### config.mk
export PLATFORM = sky130hd
export DESIGN_NAME = sctl_word_rx
export DESIGN_NICKNAME = d
export VERILOG_FILES = /design/src/rtl/sctl_pkg.sv /design/src/rtl/sctl_sync.sv /design/src/rtl/sctl_edge.sv /design/src/rtl/sctl_shift.sv /design/src/rtl/sctl_word_rx.sv
export SDC_FILE = /design/constraint.sdc
export NUM_CORES = 1
export LEC_CHECK = 0
export BUFFER_PORTS_ARGS = -buffer_cell sky130_fd_sc_hd__clkbuf_2
export CAP_MARGIN = 40
export CORE_ASPECT_RATIO = 1.5
export CORE_MARGIN = 2
export CORE_UTILIZATION = 30
export CTS_BUF_LIST = sky130_fd_sc_hd__clkbuf_16
export DETAILED_ROUTE_END_ITERATION = 10
export PLACE_DENSITY = 0.53
export SYNTH_ARGS = -nofsm -noshare
export SYNTH_HDL_FRONTEND = slang
export SYNTH_SLANG_ARGS = --single-unit
export TNS_END_PERCENT = 1
### constraint.sdc
create_clock -name clk -period 4.1 [get_ports clk]
set_clock_uncertainty 0.15 [all_clocks]
set_input_delay 0.82 -clock clk [delete_from_list [all_inputs] [get_ports clk]]
set_output_delay 0.82 -clock clk [all_outputs]
set_load 0.03 [all_outputs]
### src/rtl/sctl_pkg.sv
package sctl_pkg;
  localparam int unsigned DEF_WORD_W  = 16;
  localparam int unsigned DEF_CMD_W   = 4;
  localparam int unsigned DEF_ADDR_W  = 4;
  localparam int unsigned DEF_STAGES  = 2;
endpackage

### src/rtl/sctl_sync.sv
module sctl_sync #(
  parameter int unsigned W      = 3,
  parameter int unsigned STAGES = 2
) (
  input  logic         clk,
  input  logic         rst_n,
  input  logic [W-1:0] d_i,
  output logic [W-1:0] q_o
);
  logic [W-1:0] chain [STAGES];

  for (genvar s = 0; s < STAGES; s++) begin : g_stage
    always_ff @(posedge clk) begin
      if (!rst_n) chain[s] <= '1;
      else if (s == 0) chain[s] <= d_i;
      else chain[s] <= chain[(s == 0) ? 0 : s-1];
    end
  end

  assign q_o = chain[STAGES-1];
endmodule

### src/rtl/sctl_edge.sv
module sctl_edge #(
  parameter int unsigned W = 2
) (
  input  logic         clk,
  input  logic         rst_n,
  input  logic [W-1:0] lvl_i,
  output logic [W-1:0] rise_o,
  output logic [W-1:0] fall_o
);
  logic [W-1:0] prev_q;

  always_ff @(posedge clk) begin
    if (!rst_n) prev_q <= '1;
    else        prev_q <= lvl_i;
  end

  assign rise_o = lvl_i & ~prev_q;
  assign fall_o = ~lvl_i & prev_q;
endmodule

### src/rtl/sctl_shift.sv
module sctl_shift #(
  parameter int unsigned WORD_W = 16
) (
  input  logic              clk,
  input  logic              rst_n,
  input  logic              frame_n,
  input  logic              frame_rise,
  input  logic              bit_strobe,
  input  logic              bit_val,
  output logic [WORD_W-1:0] word_o,
  output logic              commit_o
);
  localparam int unsigned CNT_W = $clog2(WORD_W + 1);
  localparam logic [CNT_W-1:0] FULL = CNT_W'(WORD_W);

  logic [CNT_W-1:0]  cnt_q;
  logic [WORD_W-1:0] sh_q;

  always_ff @(posedge clk) begin
    if (!rst_n) begin
      cnt_q    <= '0;
      sh_q     <= '0;
      word_o   <= '0;
      commit_o <= 1'b0;
    end else begin
      commit_o <= 1'b0;
      if (frame_n) begin
        cnt_q <= '0;
        if (frame_rise && cnt_q == FULL) begin
          word_o   <= sh_q;
          commit_o <= 1'b1;
        end
      end else if (bit_strobe && cnt_q != FULL) begin
        sh_q  <= {sh_q[WORD_W-2:0], bit_val};
        cnt_q <= cnt_q + 1'b1;
      end
    end
  end

  // the strobe never lasts two cycles
  p_single_pulse_r4: assert property (@(posedge clk) disable iff (!rst_n)
    commit_o |=> !commit_o) else $error("commit wider than one cycle");

  // a commit follows a frame release
  p_commit_on_release_r4: assert property (@(posedge clk) disable iff (!rst_n)
    commit_o |-> $past(frame_rise)) else $error("commit without frame release");

  // count saturates at the word length
  p_cnt_bound_r7: assert property (@(posedge clk) disable iff (!rst_n)
    cnt_q <= FULL) else $error("bit count overran");

  // nothing shifts while the frame is idle
  p_idle_no_shift_r9: assert property (@(posedge clk) disable iff (!rst_n)
    frame_n |=> $stable(sh_q)) else $error("shift while frame idle");
endmodule

### src/rtl/sctl_word_rx.sv
module sctl_word_rx
  import sctl_pkg::*;
#(
  parameter int unsigned WORD_W = DEF_WORD_W,
  parameter int unsigned CMD_W  = DEF_CMD_W,
  parameter int unsigned ADDR_W = DEF_ADDR_W,
  parameter int unsigned STAGES = DEF_STAGES,
  localparam int unsigned DATA_W = WORD_W - CMD_W - ADDR_W
) (
  input  logic              clk,
  input  logic              rst_n,
  input  logic              sclk_i,
  input  logic              sdata_i,
  input  logic              frame_n_i,
  output logic              wr_valid_o,
  output logic [CMD_W-1:0]  wr_cmd_o,
  output logic [ADDR_W-1:0] wr_addr_o,
  output logic [DATA_W-1:0] wr_data_o
);
  localparam int unsigned N_SYNC = 3;

  logic [N_SYNC-1:0] pins_s;
  logic [1:0]        rise_w, fall_w;
  logic [WORD_W-1:0] word_w;

  // pins_s: {frame_n, sclk, sdata}
  sctl_sync #(.W(N_SYNC), .STAGES(STAGES)) u_sync (
    .clk   (clk),
    .rst_n (rst_n),
    .d_i   ({frame_n_i, sclk_i, sdata_i}),
    .q_o   (pins_s)
  );

  sctl_edge #(.W(2)) u_edge (
    .clk    (clk),
    .rst_n  (rst_n),
    .lvl_i  (pins_s[2:1]),
    .rise_o (rise_w),
    .fall_o (fall_w)
  );

  sctl_shift #(.WORD_W(WORD_W)) u_shift (
    .clk        (clk),
    .rst_n      (rst_n),
    .frame_n    (pins_s[2]),
    .frame_rise (rise_w[1]),
    .bit_strobe (fall_w[0]),
    .bit_val    (pins_s[0]),
    .word_o     (word_w),
    .commit_o   (wr_valid_o)
  );

  assign wr_cmd_o  = word_w[WORD_W-1 -: CMD_W];
  assign wr_addr_o = word_w[DATA_W +: ADDR_W];
  assign wr_data_o = word_w[DATA_W-1:0];

  // fields move only alongside the write-valid pulse
  p_fields_hold_r8: assert property (@(posedge clk) disable iff (!rst_n)
    !wr_valid_o |-> $stable({wr_cmd_o, wr_addr_o, wr_data_o}))
    else $error("fields changed without write-valid");
endmodule

==> results.cfg <==
[outcome]
status = finished, final reports clean

[sta]
fin_setup_tns_ns = 0
rsz0062_at_grt = false
finalSetupViolations = 0
timing.hold.ws_ns = 0.262
min_period_over_period_pct = 48.1
hold_viol_final = 0
fin_crit_ns = 1.97
drv_slew = 0
timing.fmax_ghz = 0.508
tightest_slew_ns = 0.834
relSlewSlack_pct = 44.4

[die]
die-width_um = 64.7
dieArea_um2 = 6160
start_util_pct = 30.7
die_height_um = 95.1
coreArea_um2 = 5410
num_rows = 33
io_pins = 22

[route]
drtIter0Drc = 24
vias_per_cell = 4.33
avgRoutedWirePerCell_um = 11.0
via_count = 1082
dr.pass1.iters = 3
wirelength_mm = 2.76
drc = 0
ant_nets = 0

[global_route]
grt_max_degree = 43
grt_pass1_wl_mm = 4.80
antenna_found_initial = 0
grtUsageTotal_pct = 10.2
gr-total-overflow = 0
grt_pass1_vias = 1066

[clock_network]
clock_latency_ns = 0.28
cts-resized-gates = 0
cts_tree = done
root_buffer = clkbuf_16
ctsLongestPathBuffers = 2
clock_sinks = 46
numCtsBuffers = 5
ctsHoldBuffers = 0
cts_setup_buffers = 0
clkTransAtPathRegs_ns = 0.06
h-tree-depth = 2

[worst_setup_path]
worstSetupPathType = in -> reg
regToRegSetupSlack_ns = 2.16
required_ns = 4.14
start_kind = input pin
worstPathMaxFanout = 42
crit_path_end_kind = flop
cp.arrival_ns = 2.01

[synth]
postSynthCellCount = 157
synth.ff_latch_count = 46
avgSynthCellArea_um2 = 10.6
synth-edff-count = 0
yosys.cell_types.count = 20
synthArstFlopShare_pct = 0
netlist_area_um2 = 1660
synth_flop_cell = dfxtp_1
seq_area_frac_synth_pct = 55.5
synth_fp_nets = 164
yosys_warnings = 0

[layout]
final_nets = 186
diodes = 0
drive_above_1_share_pct = 18.9
fillers = 561
area_delta_synth_final_pct = 20.0

[hold_path]
holdCritPathClass = reg -> reg

[pwr]
irDropWorstVdd_mv = 0.170
power_density_nw_per_um2 = 457
p_leak_uw = 0.000957

[place]
hpwlAfterDp_mm = 1.83
gp_congestion = 0.729
io_buffers = 21

[job]
maxCapViolCount = 0
-- routing by layer --
metal,GRT usage [%],wire length [um]
met1,11.8,1260
met3,3.78,102
met4,5.85,46
met2,16.2,1350
met5,0,0
-- report_power, final --
part / internal, uW / switching (uW)
registers: 450 / 1.34
clock network: 285 / 160
logic: 4.98 / 9.30
total: 740 / 171
-- synthesized netlist by cell type (3+ instances only) --
| cell | instances | area, um^2 |
|---|---|---|
| nand2b_1 | 8 | 50.1 |
| dfxtp_1 | 46 | 921 |
| o21ai_0 | 3 | 15.0 |
| or3_2 | 3 | 22.5 |
| nand3b_1 | 3 | 22.5 |
| nand2_1 | 37 | 139 |
| a21oi_1 | 4 | 20.0 |
| inv_1 | 4 | 15.0 |
| clkbuf_1 | 4 | 15.0 |
| mux2i_1 | 32 | 320 |
-- state kept, by name, summed over array words and instances (netlist names) --
register,count
u_edge.prev_q,2
u_shift.cnt_q,5
u_shift.commit_o,1
u_shift.sh_q,16
u_sync.chain,6
u_shift.word_o,16
-- worst paths after layout --
kind | cells past startpoint | to | start
worst max-delay path | 4 | u_shift.cnt_q[1] | rst_n
worst min-delay path | 1 | u_sync.chain[1][1] | u_sync.chain[0][1]
worst max register to register | 6 | u_shift.sh_q[7] | u_shift.cnt_q[0]
worst min register to register | 1 | u_sync.chain[1][1] | u_sync.chain[0][1]
-- area by class of cell --
type | count | area [um^2] | share of cell area [%]
Inverter | 4 | 15.0 | 0.753
Tap cell | 70 | 87.6 | 4.39
Clock buffer | 5 | 125 | 6.28
Timing Repair Buffer | 23 | 135 | 6.78
Clock inverter | 3 | 41.3 | 2.07
Sequential cell | 46 | 921 | 46.2
Multi-Input combinational cell | 99 | 668 | 33.5
-- worst max-delay path, stage by stage --
cell and delay (ns):
clkbuf_2 0.62, nor2b_1 0.29, nand2_1 0.07, o31ai_1 0.19
-- cell families (layout without fill, tap and decap cells) --
group | after synthesis | count (layout) | share of synthesized area (%)
multiplexers | 32 | 32 | 19.3
AO/OA/AOI/OAI | 9 | 9 | 3.01
buffers and inverters | 12 | 35 | 4.29
adder cells (fa/ha/maj) | 2 | 2 | 1.51
AND/OR/NAND/NOR | 56 | 56 | 16.4
flip-flops | 46 | 46 | 55.5
-- through the flow --
stage / util [%] / power, uW / cell area, um^2 / instances / worst slack, ns
after CTS: 36.8 / 925 / 1990 / 250 / 2.11
after global routing: 36.8 / 942 / 1990 / 250 / 1.98
after detailed placement: 33.8 / 476 / 1830 / 242 / 1.82
final: 36.8 / 911 / 1990 / 250 / 2.13
after floorplan: - / 472 / 1660 / 157 / 2.30
after global placement: 33.2 / 476 / 1800 / 240 / 1.83
-- cell usage in the layout, fill, tap and decap left out --
| cell | netlist | routed |
|---|---|---|
| a21oi_1 | 4 | 4 |
| and4bb_4 | 1 | 1 |
| buf_8 | 0 | 2 |
| bufinv_16 | 0 | 1 |
| clkbuf_16 | 0 | 5 |
| clkbuf_2 | 0 | 21 |
| clkinvlp_4 | 0 | 1 |
| dfxtp_1 | 46 | 46 |
| ha_1 | 2 | 2 |
| inv_1 | 4 | 5 |
| mux2i_1 | 32 | 32 |
| nand2_1 | 37 | 37 |
| nand2b_1 | 8 | 8 |
| nand3b_1 | 3 | 3 |
| nor2_1 | 1 | 1 |
| nor2b_1 | 1 | 1 |
| o211ai_1 | 1 | 1 |
| o21ai_0 | 3 | 3 |
| o31ai_1 | 1 | 1 |
| or3_1 | 2 | 2 |
| or3_2 | 3 | 3 |
Note: power is estimated with default switching activity, not from simulation.
